===== config.mk =====
export PLATFORM = sky130hd
export DESIGN_NAME = pllseq_ctrl
export DESIGN_NICKNAME = d
export VERILOG_FILES = /design/src/rtl/pllseq_pkg.sv /design/src/rtl/pllseq_tick_timer.sv /design/src/rtl/pllseq_sample_ctr.sv /design/src/rtl/pllseq_ctrl.sv
export SDC_FILE = /design/constraint.sdc
export NUM_CORES = 1
export LEC_CHECK = 0
export BUFFER_PORTS_ARGS = -buffer_cell sky130_fd_sc_hd__buf_2
export CORE_AREA = 2 2 70 72
export DETAILED_ROUTE_END_ITERATION = 12
export DIE_AREA = 0 0 72 74
export PLACE_DENSITY = 0.77
export SETUP_SLACK_MARGIN = 0.1
export SLEW_MARGIN = 20
export SYNTH_ARGS = -nofsm -noshare
export SYNTH_HDL_FRONTEND = slang
export SYNTH_SLANG_ARGS = --single-unit
export TNS_END_PERCENT = 100

===== constraint.sdc =====
create_clock -name clk -period 2.3 [get_ports clk]
set_input_delay 0.46 -clock clk [delete_from_list [all_inputs] [get_ports clk]]
set_output_delay 0.46 -clock clk [all_outputs]
set_load 0.01 [all_outputs]

===== src/rtl/pllseq_pkg.sv =====
package pllseq_pkg;
  localparam int ADDR_W = 2;
  localparam int DATA_W = 32;

  localparam logic [ADDR_W-1:0] A_CTRL = 2'd0;
  localparam logic [ADDR_W-1:0] A_MULT = 2'd1;
  localparam logic [ADDR_W-1:0] A_DIVS = 2'd2;

  localparam int B_PWRDN  = 0;
  localparam int B_BYPASS = 1;
  localparam int B_DIRIN  = 2;
  localparam int B_DIROUT = 3;
  localparam int B_OUTEN  = 4;

  localparam logic [DATA_W-1:0] DIVS_UNITY = 32'h0030_2062;

  typedef enum logic [3:0] {
    S_IDLE, S_PDOWN, S_MULT, S_DIVS, S_PUP, S_WAIT, S_CHECK, S_OUTEN,
    S_DONE, S_FAIL
  } seq_state_t;
endpackage


===== src/rtl/pllseq_tick_timer.sv =====
module pllseq_tick_timer #(
  parameter int WAIT_TICKS = 10
) (
  input  logic clk,
  input  logic rst_n,
  input  logic run,
  input  logic tick,
  output logic expire
);
  localparam int CW = $clog2(WAIT_TICKS + 1);
  localparam logic [CW-1:0] LAST = CW'(WAIT_TICKS - 1);

  logic [CW-1:0] cnt_q, cnt_d;
  logic          cnt_en;

  always_comb begin
    cnt_en = 1'b0;
    cnt_d  = cnt_q;
    if (!run) begin
      cnt_en = (cnt_q != '0);
      cnt_d  = '0;
    end else if (tick) begin
      cnt_en = 1'b1;
      cnt_d  = (cnt_q == LAST) ? '0 : cnt_q + 1'b1;
    end
  end

  assign expire = run && tick && (cnt_q == LAST);

  always_ff @(posedge clk or negedge rst_n) begin
    if (!rst_n)      cnt_q <= '0;
    else if (cnt_en) cnt_q <= cnt_d;
  end

  // the count stays inside the wait window
  p_cnt_bound_r5: assert property (@(posedge clk) disable iff (!rst_n)
    cnt_q <= LAST);
endmodule


===== src/rtl/pllseq_sample_ctr.sv =====
module pllseq_sample_ctr #(
  parameter int MAX_SAMPLES = 4
) (
  input  logic clk,
  input  logic rst_n,
  input  logic clr,
  input  logic inc,
  output logic last
);
  localparam int CW = $clog2(MAX_SAMPLES + 1);
  localparam logic [CW-1:0] LASTV = CW'(MAX_SAMPLES - 1);

  logic [CW-1:0] cnt_q, cnt_d;
  logic          cnt_en;

  always_comb begin
    cnt_en = clr | inc;
    cnt_d  = clr ? '0 : cnt_q + 1'b1;
  end

  assign last = (cnt_q == LASTV);

  always_ff @(posedge clk or negedge rst_n) begin
    if (!rst_n)      cnt_q <= '0;
    else if (cnt_en) cnt_q <= cnt_d;
  end

  // never counts past the sample limit
  p_sample_bound_r7: assert property (@(posedge clk) disable iff (!rst_n)
    inc |-> !last);
endmodule


===== src/rtl/pllseq_ctrl.sv =====
module pllseq_ctrl
  import pllseq_pkg::*;
#(
  parameter int WAIT_TICKS  = 10,
  parameter int MAX_SAMPLES = 4
) (
  input  logic              clk,
  input  logic              rst_n,
  input  logic              cmd_valid,
  output logic              cmd_ready,
  input  logic [DATA_W-1:0] cmd_mult,
  input  logic              tick,
  input  logic              lock_i,
  output logic              wr_en,
  output logic [ADDR_W-1:0] wr_addr,
  output logic [DATA_W-1:0] wr_data,
  output logic              busy,
  output logic              done,
  output logic              fail
);
  seq_state_t        st_q, st_d;
  logic [DATA_W-1:0] mult_q;
  logic              mult_en;
  logic              wait_exp;
  logic              smp_last;
  logic              smp_clr, smp_inc;
  logic              accept;

  assign accept  = cmd_valid && (st_q == S_IDLE);
  assign mult_en = accept;

  pllseq_tick_timer #(.WAIT_TICKS(WAIT_TICKS)) u_timer (
    .clk(clk), .rst_n(rst_n), .run(st_q == S_WAIT), .tick(tick),
    .expire(wait_exp)
  );

  assign smp_clr = accept;
  assign smp_inc = (st_q == S_CHECK) && !lock_i && !smp_last;

  pllseq_sample_ctr #(.MAX_SAMPLES(MAX_SAMPLES)) u_samples (
    .clk(clk), .rst_n(rst_n), .clr(smp_clr), .inc(smp_inc), .last(smp_last)
  );

  always_comb begin
    st_d = st_q;
    unique case (st_q)
      S_IDLE:  if (cmd_valid) st_d = S_PDOWN;
      S_PDOWN: st_d = S_MULT;
      S_MULT:  st_d = S_DIVS;
      S_DIVS:  st_d = S_PUP;
      S_PUP:   st_d = S_WAIT;
      S_WAIT:  if (wait_exp) st_d = S_CHECK;
      S_CHECK: begin
        if (lock_i)        st_d = S_OUTEN;
        else if (smp_last) st_d = S_FAIL;
        else               st_d = S_WAIT;
      end
      S_OUTEN: st_d = S_DONE;
      S_DONE:  st_d = S_IDLE;
      S_FAIL:  st_d = S_IDLE;
      default: st_d = S_IDLE;
    endcase
  end

  always_comb begin
    wr_en   = 1'b0;
    wr_addr = A_CTRL;
    wr_data = '0;
    unique case (st_q)
      S_PDOWN: begin wr_en = 1'b1; wr_data[B_PWRDN] = 1'b1; end
      S_MULT:  begin wr_en = 1'b1; wr_addr = A_MULT; wr_data = mult_q; end
      S_DIVS:  begin wr_en = 1'b1; wr_addr = A_DIVS; wr_data = DIVS_UNITY; end
      S_PUP:   wr_en = 1'b1;
      S_OUTEN: begin wr_en = 1'b1; wr_data[B_OUTEN] = 1'b1; end
      default: ;
    endcase
  end

  assign cmd_ready = (st_q == S_IDLE);
  assign busy      = (st_q != S_IDLE);
  assign done      = (st_q == S_DONE);
  assign fail      = (st_q == S_FAIL);

  always_ff @(posedge clk or negedge rst_n) begin
    if (!rst_n) st_q <= S_IDLE;
    else        st_q <= st_d;
  end

  always_ff @(posedge clk or negedge rst_n) begin
    if (!rst_n)       mult_q <= '0;
    else if (mult_en) mult_q <= cmd_mult;
  end

  // an accepted command leads to a power-down write next cycle
  p_pdown_first_r2: assert property (@(posedge clk) disable iff (!rst_n)
    (cmd_valid && cmd_ready) |=> (wr_en && wr_addr == A_CTRL &&
                                  wr_data == 32'h1));
  // the multiplier write carries the word taken at acceptance
  p_mult_held_r3: assert property (@(posedge clk) disable iff (!rst_n)
    (cmd_valid && cmd_ready) |=> ##1 (wr_addr == A_MULT &&
                                      wr_data == $past(cmd_mult, 2)));
  // output enable is written only after lock was seen
  p_en_after_lock_r6: assert property (@(posedge clk) disable iff (!rst_n)
    (wr_en && wr_addr == A_CTRL && wr_data[B_OUTEN]) |-> $past(lock_i));
  // no new command accepted while busy
  p_busy_blocks_r8: assert property (@(posedge clk) disable iff (!rst_n)
    busy |-> !cmd_ready);
  // outcomes exclusive and single-cycle
  p_one_outcome_r9: assert property (@(posedge clk) disable iff (!rst_n)
    !(done && fail));
  p_done_pulse_r9: assert property (@(posedge clk) disable iff (!rst_n)
    done |=> !done);
endmodule


==> results of run 1 <==
[sequential cells by signal, summed over array words and instances, names as in the netlist]
signal,flops
mult_q,32
st_q,4
u_samples.cnt_q,3
u_timer.cnt_q,4
[area by class of cell]
class	count	area [um2]
multi-input cells	128	1030
inverters	6	22.5
clock buffers	6	72.6
repair buffers	80	429
clock inverters	2	12.5
well taps	54	67.6
fillers	417	1880
flip-flops and latches	43	1080
[report_power, final]
group / switching [mW] / total [mW] / internal (mW)
Clock: 0.251 / 0.463 / 0.212
Sequential: 0.246 / 1.35 / 1.10
Combinational: 0.599 / 1.26 / 0.659
Total: 1.10 / 3.07 / 1.97
[metal layers]
layer  share of wire  track usage
met1            0.43        0.210
met4           0.012       0.0629
met5               0            0
met3           0.045       0.0515
met2            0.51        0.300
[worst paths after layout]
path	end	slack, ps	cells past startpoint
worst max-delay path	wr_data[1]	210	4
worst min-delay path	mult_q[11]	220	2
worst max register to register	u_samples.cnt_q[0]	410	5
worst min register to register	mult_q[7]	480	1
max in group asynchronous	st_q[1]	1680	2
min in group clk	mult_q[7]	380	2
[metrics by stage]
step / utilization / area, um2
finish: 0.590 / 2710
global route: 0.590 / 2710
CTS: 0.586 / 2700
detailed placement: 0.567 / 2610
global placement: 0.567 / 2610
floorplan: - / 2200
[placed cells by master, fill, tap and decap left out, types with 2 or more instances in the layout]
cell	instances
a211oi_1	2
or3b_2	2
mux2_1	27
buf_2	75
inv_1	6
nor2_1	2
ha_1	5
buf_4	3
and2_1	25
o21ai_0	6
nor3_1	2
nand2_1	8
mux2_2	5
nor2b_1	5
dfrtp_2	2
dfrtp_1	41
o21a_1	7
a21oi_1	5
clkbuf_8	5
nand2b_1	3
or3_1	3
[cells in the mapped netlist (all sizes together) (4+ instances only)]
cell type	count
dfrtp	43
mux2	32
and2	25
nand2	8
buf	7
o21a	7
inv	6
o21ai	6
a21oi	5
clkbuf	5
ha	5
nor2b	5
nand2b	4
[logic make-up after synthesis]
logic type,share of synthesized area
flip-flops,0.489
AND/OR/NAND/NOR,0.174
multiplexers,0.168
adder cells (fa/ha/maj),0.0285
buffers and inverters,0.0489
AO/OA/AOI/OAI,0.0905
[what timing repair did]
action	CTS	global route
resized for setup	2	5
buffers inserted	0	0
endpoints found under the setup margin	17	24
hold buffers	0	0
pin swaps	0	0
==> impl_metrics.csv, run 1 <==
group,metric,value,unit
cells_and_area,syn_to_final_growth,23.4,%
clock_tree,worstSkewPairLatency,290,ps
floorplanning,die_y,74,um
routing,remaining_drc_errors,0,
global_route,antenna_found_initial,0,
routing,routed_via_density,5.06,
timing,fin_setup_tns,0,ps
routing,ant_nets,0,
yosys,async_flop_share,1.00,
run,maxCapViolations,0,
clock_tree,cts_tree,"done",
floorplanning,ios,76,
pwr,p_per_area,1130,nW/um2
global_route,grt_pass1_vias,1571,
worst_setup_path,start_kind,"register",
clock_tree,cts_buffers,5,
global_route,grt_max_degree,44,
clock_tree,htree_levels,2,
clock_tree,cts.sinks,43,
routing,wl_per_cell,14.0,um
timing,setup_ws,213,ps
yosys,synth_ff_type,"dfrtp_1",
floorplanning,core-area,4600,um2
worst_setup_path,critPathArrivalTime,1630,ps
cells_and_area,drive_gt1_frac,0.385,
global_route,grt_usage,0.175,
yosys,netlist_instances,189,
yosys,yosys.area.top_type,"dfrtp_1",
worst_setup_path,worst-path-buf-inv,1,
clock_tree,clockRootBuffer,"clkbuf_8",
routing,drt_first_pass_iters,4,
worst_setup_path,slowest_stage,"dfrtp_1",
yosys,ys_seq_area_frac,0.489,
yosys,yosys-top-cells-area,"dfrtp_1, mux2_1, and2_1",
timing,holdWs,223,ps
timing,setup_viol,0,
worst_setup_path,crit_chain,"nand2b_1, nor2_2, o21a_1, buf_2",
floorplanning,fp-row-count,25,
timing,period_share,0.907,
worst_setup_path,r2r_start,"u_samples.cnt_q[0]",
timing,slew_viol_final,0,
timing,rsz0062_at_grt,"yes",
timing,fmax,479,MHz
routing,wl,4470,um
placement,port-buffer-count,75,
worst_setup_path,crit_type,"reg2out",
clock_tree,clk_pin_slew,80,ps
worst_setup_path,cp_max_fo,12,
yosys,yosys_warnings,0,
pwr,irDropWorstVdd,556,uV
routing,drt-initial-drc-count,48,
min_path,min_path_type,"in2async",
yosys,syn-cell-area,2200,um2
pwr,total_power,3.07,mW
placement,hpwl,3230,um
pwr,p_leak,1.33,nW
worst_setup_path,slowest_delay,530,ps
yosys,syn_area_per_cell,11.6,um2
yosys,synth_top_area_frac,0.489,
worst_setup_path,cp-end-kind,"output port",
timing,fin_skew,6.95,ps
floorplanning,die-width,72,um
global_route,gr-total-overflow,0,
timing,finalHoldViolCount,0,
clock_tree,cts_buffer_depth,2,
worst_setup_path,setup.worst_path.start,"st_q[3]",
timing,slew_headroom,0.650,
placement,place_inst,311,
yosys,synth.distinct_cells,39,
timing,period_needed,2090,ps
routing,vias,1614,
cells_and_area,fin_cells,319,
global_route,grt_pass1_wl,7080,um
worst_setup_path,cp.required,1840,ps
timing,tightest_slew,525,ps
yosys,synth-edff-count,0,
worst_setup_path,critical-path-top-delay-family,"flip-flops",
cells_and_area,nets,306,
placement,place_ws,369,ps
floorplanning,die-area,5330,um2
yosys,synth_nets,231,
cells_and_area,antenna_cells,0,
placement,gp_congestion,0.724,
floorplanning,start_util,0.478,
yosys,ys_ff_latch,43,
outcome,status,"complete, no violations",
Power figures use the tool's default switching activity.
==> inputs of run 2 (changes only) <==
- CORE_AREA: 2 2 70 72 -> 2 2 69 71
- CTS_BUF_LIST: default -> sky130_fd_sc_hd__clkbuf_4 sky130_fd_sc_hd__clkbuf_8
- DIE_AREA: 0 0 72 74 -> 0 0 71 73
- PLACE_DENSITY: 0.77 -> 0.79
==> run 2 against run 1 <==
Against the previous run: via count grew 1.4%; core utilization grew 0.98 points; critical path type unchanged; largest cell class unchanged; largest power group unchanged; sequential power is essentially flat; highest routed layer unchanged; wire length shrank 3.5%.
==> impl_metrics.csv, run 2 (synthesis gave the netlist of run 1 again) <==
group,metric,value,unit
timing,fmax,484,MHz
routing,wl_per_cell,13.6,um
routing,ant_nets,0,
timing,rsz0062_at_grt,"no",
clock_tree,cts_buffers,5,
cells_and_area,drive_gt1_frac,0.384,
pwr,p_sw,1.08,mW
clock_tree,htree_levels,2,
run,maxCapViolations,0,
global_route,grt_pass1_wl,6800,um
clock_tree,cts_buffer_depth,2,
placement,hpwl,3040,um
worst_setup_path,crit_type,"reg2out",
cells_and_area,syn_to_final_growth,23.8,%
floorplanning,die-width,71,um
timing,period_needed,2070,ps
routing,remaining_drc_errors,0,
cells_and_area,final_util,0.600,
cells_and_area,final_common_cell,"buf_2",
clock_tree,clockRootBuffer,"clkbuf_8",
global_route,antenna_found_initial,0,
global_route,gr-total-overflow,0,
clock_tree,cts_tree,"done",
pwr,p_per_area,1160,nW/um2
worst_setup_path,cp_max_fo,25,
cells_and_area,layout_common_cells,"buf_2, dfrtp_1, mux2_1",
floorplanning,ios,76,
timing,finalHoldViolCount,0,
routing,wl,4310,um
placement,port-buffer-count,75,
global_route,grt_usage,0.167,
cells_and_area,nets,305,
clock_tree,clk_pin_slew,80,ps
cells_and_area,largest_reg_flops,32,
min_path,min_path_type,"in2async",
timing,tightest_slew,534,ps
floorplanning,core-area,4540,um2
global_route,grt_max_degree,44,
pwr,pwr-share-seq,0.425,
pwr,p_sw_frac,0.341,
pwr,irDropWorstVdd,634,uV
routing,routed_via_density,5.16,
pwr,clkPwrFrac,0.182,
worst_setup_path,r2r_start,"u_samples.cnt_q[0]",
floorplanning,die_y,73,um
worst_setup_path,critPathArrivalTime,1610,ps
worst_setup_path,setup.worst_path.start,"st_q[0]",
timing,period_share,0.899,
outcome,status,"complete, no violations",
cells_and_area,antenna_cells,0,
routing,drt-initial-drc-count,91,
routing,drt_first_pass_iters,3,
timing,fin_setup_tns,0,ps
floorplanning,die-area,5180,um2
pwr,combPwrFrac,0.393,
worst_setup_path,cp-end-kind,"output port",
pwr,p_leak,1.34,nW
worst_setup_path,start_kind,"register",
floorplanning,start_util,0.485,
timing,fin_skew,4.67,ps
clock_tree,cts.sinks,43,
floorplanning,fp-row-count,25,
timing,slew_headroom,0.644,
placement,gp_congestion,0.728,
cells_and_area,reg_top3,"mult_q x32, st_q x4, u_timer.cnt_q x4",
global_route,grt_pass1_vias,1534,
routing,vias,1636,
worst_setup_path,cp.required,1840,ps
timing,slew_viol_final,0,
pwr,power.internal,2.08,mW
timing,setup_viol,0,
clock_tree,cts_hold_buf,0,
cells_and_area,regMostFlops,"mult_q",
cells_and_area,n_fill_cell,386,
clock_tree,worstSkewPairLatency,290,ps
-- run 2: cell types whose count changed in the layout (fill, tap and decap cells not counted), sizes merged --
cell,change
bufinv,+1
buf,-1
clkinvlp,-1
clkinv,-1
-- run 2: repair_timing --
item,CTS,global route
buffers inserted,0,0
resized for setup,2,4
gates cloned,0,0
setup endpoints to repair,24,32
pin swaps,0,0
hold endpoints to repair,0,0
-- run 2: layout make-up --
cell class | count | area [um2] | area share
sequential | 43 | 1080 | 0.396
multi-input combinational | 128 | 1020 | 0.377
timing repair buffer | 79 | 422 | 0.155
clock buffer | 6 | 76.3 | 0.0280
tap | 54 | 67.6 | 0.0248
clock inverter | 1 | 30.0 | 0.0110
inverter | 6 | 22.5 | 0.00828
-- run 2: layer usage --
layer,vias up,global-route usage,share of wire
li1,803,-,-
met1,789,0.215,0.44
met2,39,0.277,0.51
met3,5,0.0511,0.046
met4,0,0.0440,0.0079
met5,-,0,0
-- run 2: final timing paths --
check | to | cells after the start | slack, ps
setup / recovery | wr_data[19] | 5 | 230
hold / removal | mult_q[2] | 2 | 230
hold reg to reg | mult_q[29] | 1 | 480
min in group clk | mult_q[29] | 2 | 380
max in group asynchronous | st_q[1] | 2 | 1680
setup reg to reg | u_samples.cnt_q[0] | 5 | 390
-- run 2: power by group through the flow --
stage / clock network [mW] / registers, mW / logic, mW
6_report: 0.573 / 1.34 / 1.24
5_1_grt: 0.620 / 1.39 / 1.38
4_1_cts: 0.590 / 1.33 / 1.25
3_5_place_dp: 0 / 1.35 / 1.24
3_3_place_gp: 0 / 1.33 / 1.20
2_1_floorplan: 0 / 1.23 / 0.968
-- run 2: per-stage QoR --
step	setup WS, ps	hold WS (ps)	total power [mW]	std cells	area [um2]
3_5_place_dp	383	468	2.59	310	2600
6_report	232	227	3.16	317	2720
3_3_place_gp	442	459	2.53	310	2600
5_1_grt	101	264	3.39	317	2720
2_1_floorplan	390	164	2.20	189	2200
4_1_cts	116	244	3.17	317	2710
-- run 2: critical path, stage by stage (launching register included) --
cell      delay, ps
dfrtp_1         470
nand2b_4        210
nor3_2          140
buf_6           210
and2_1          150
buf_2           120
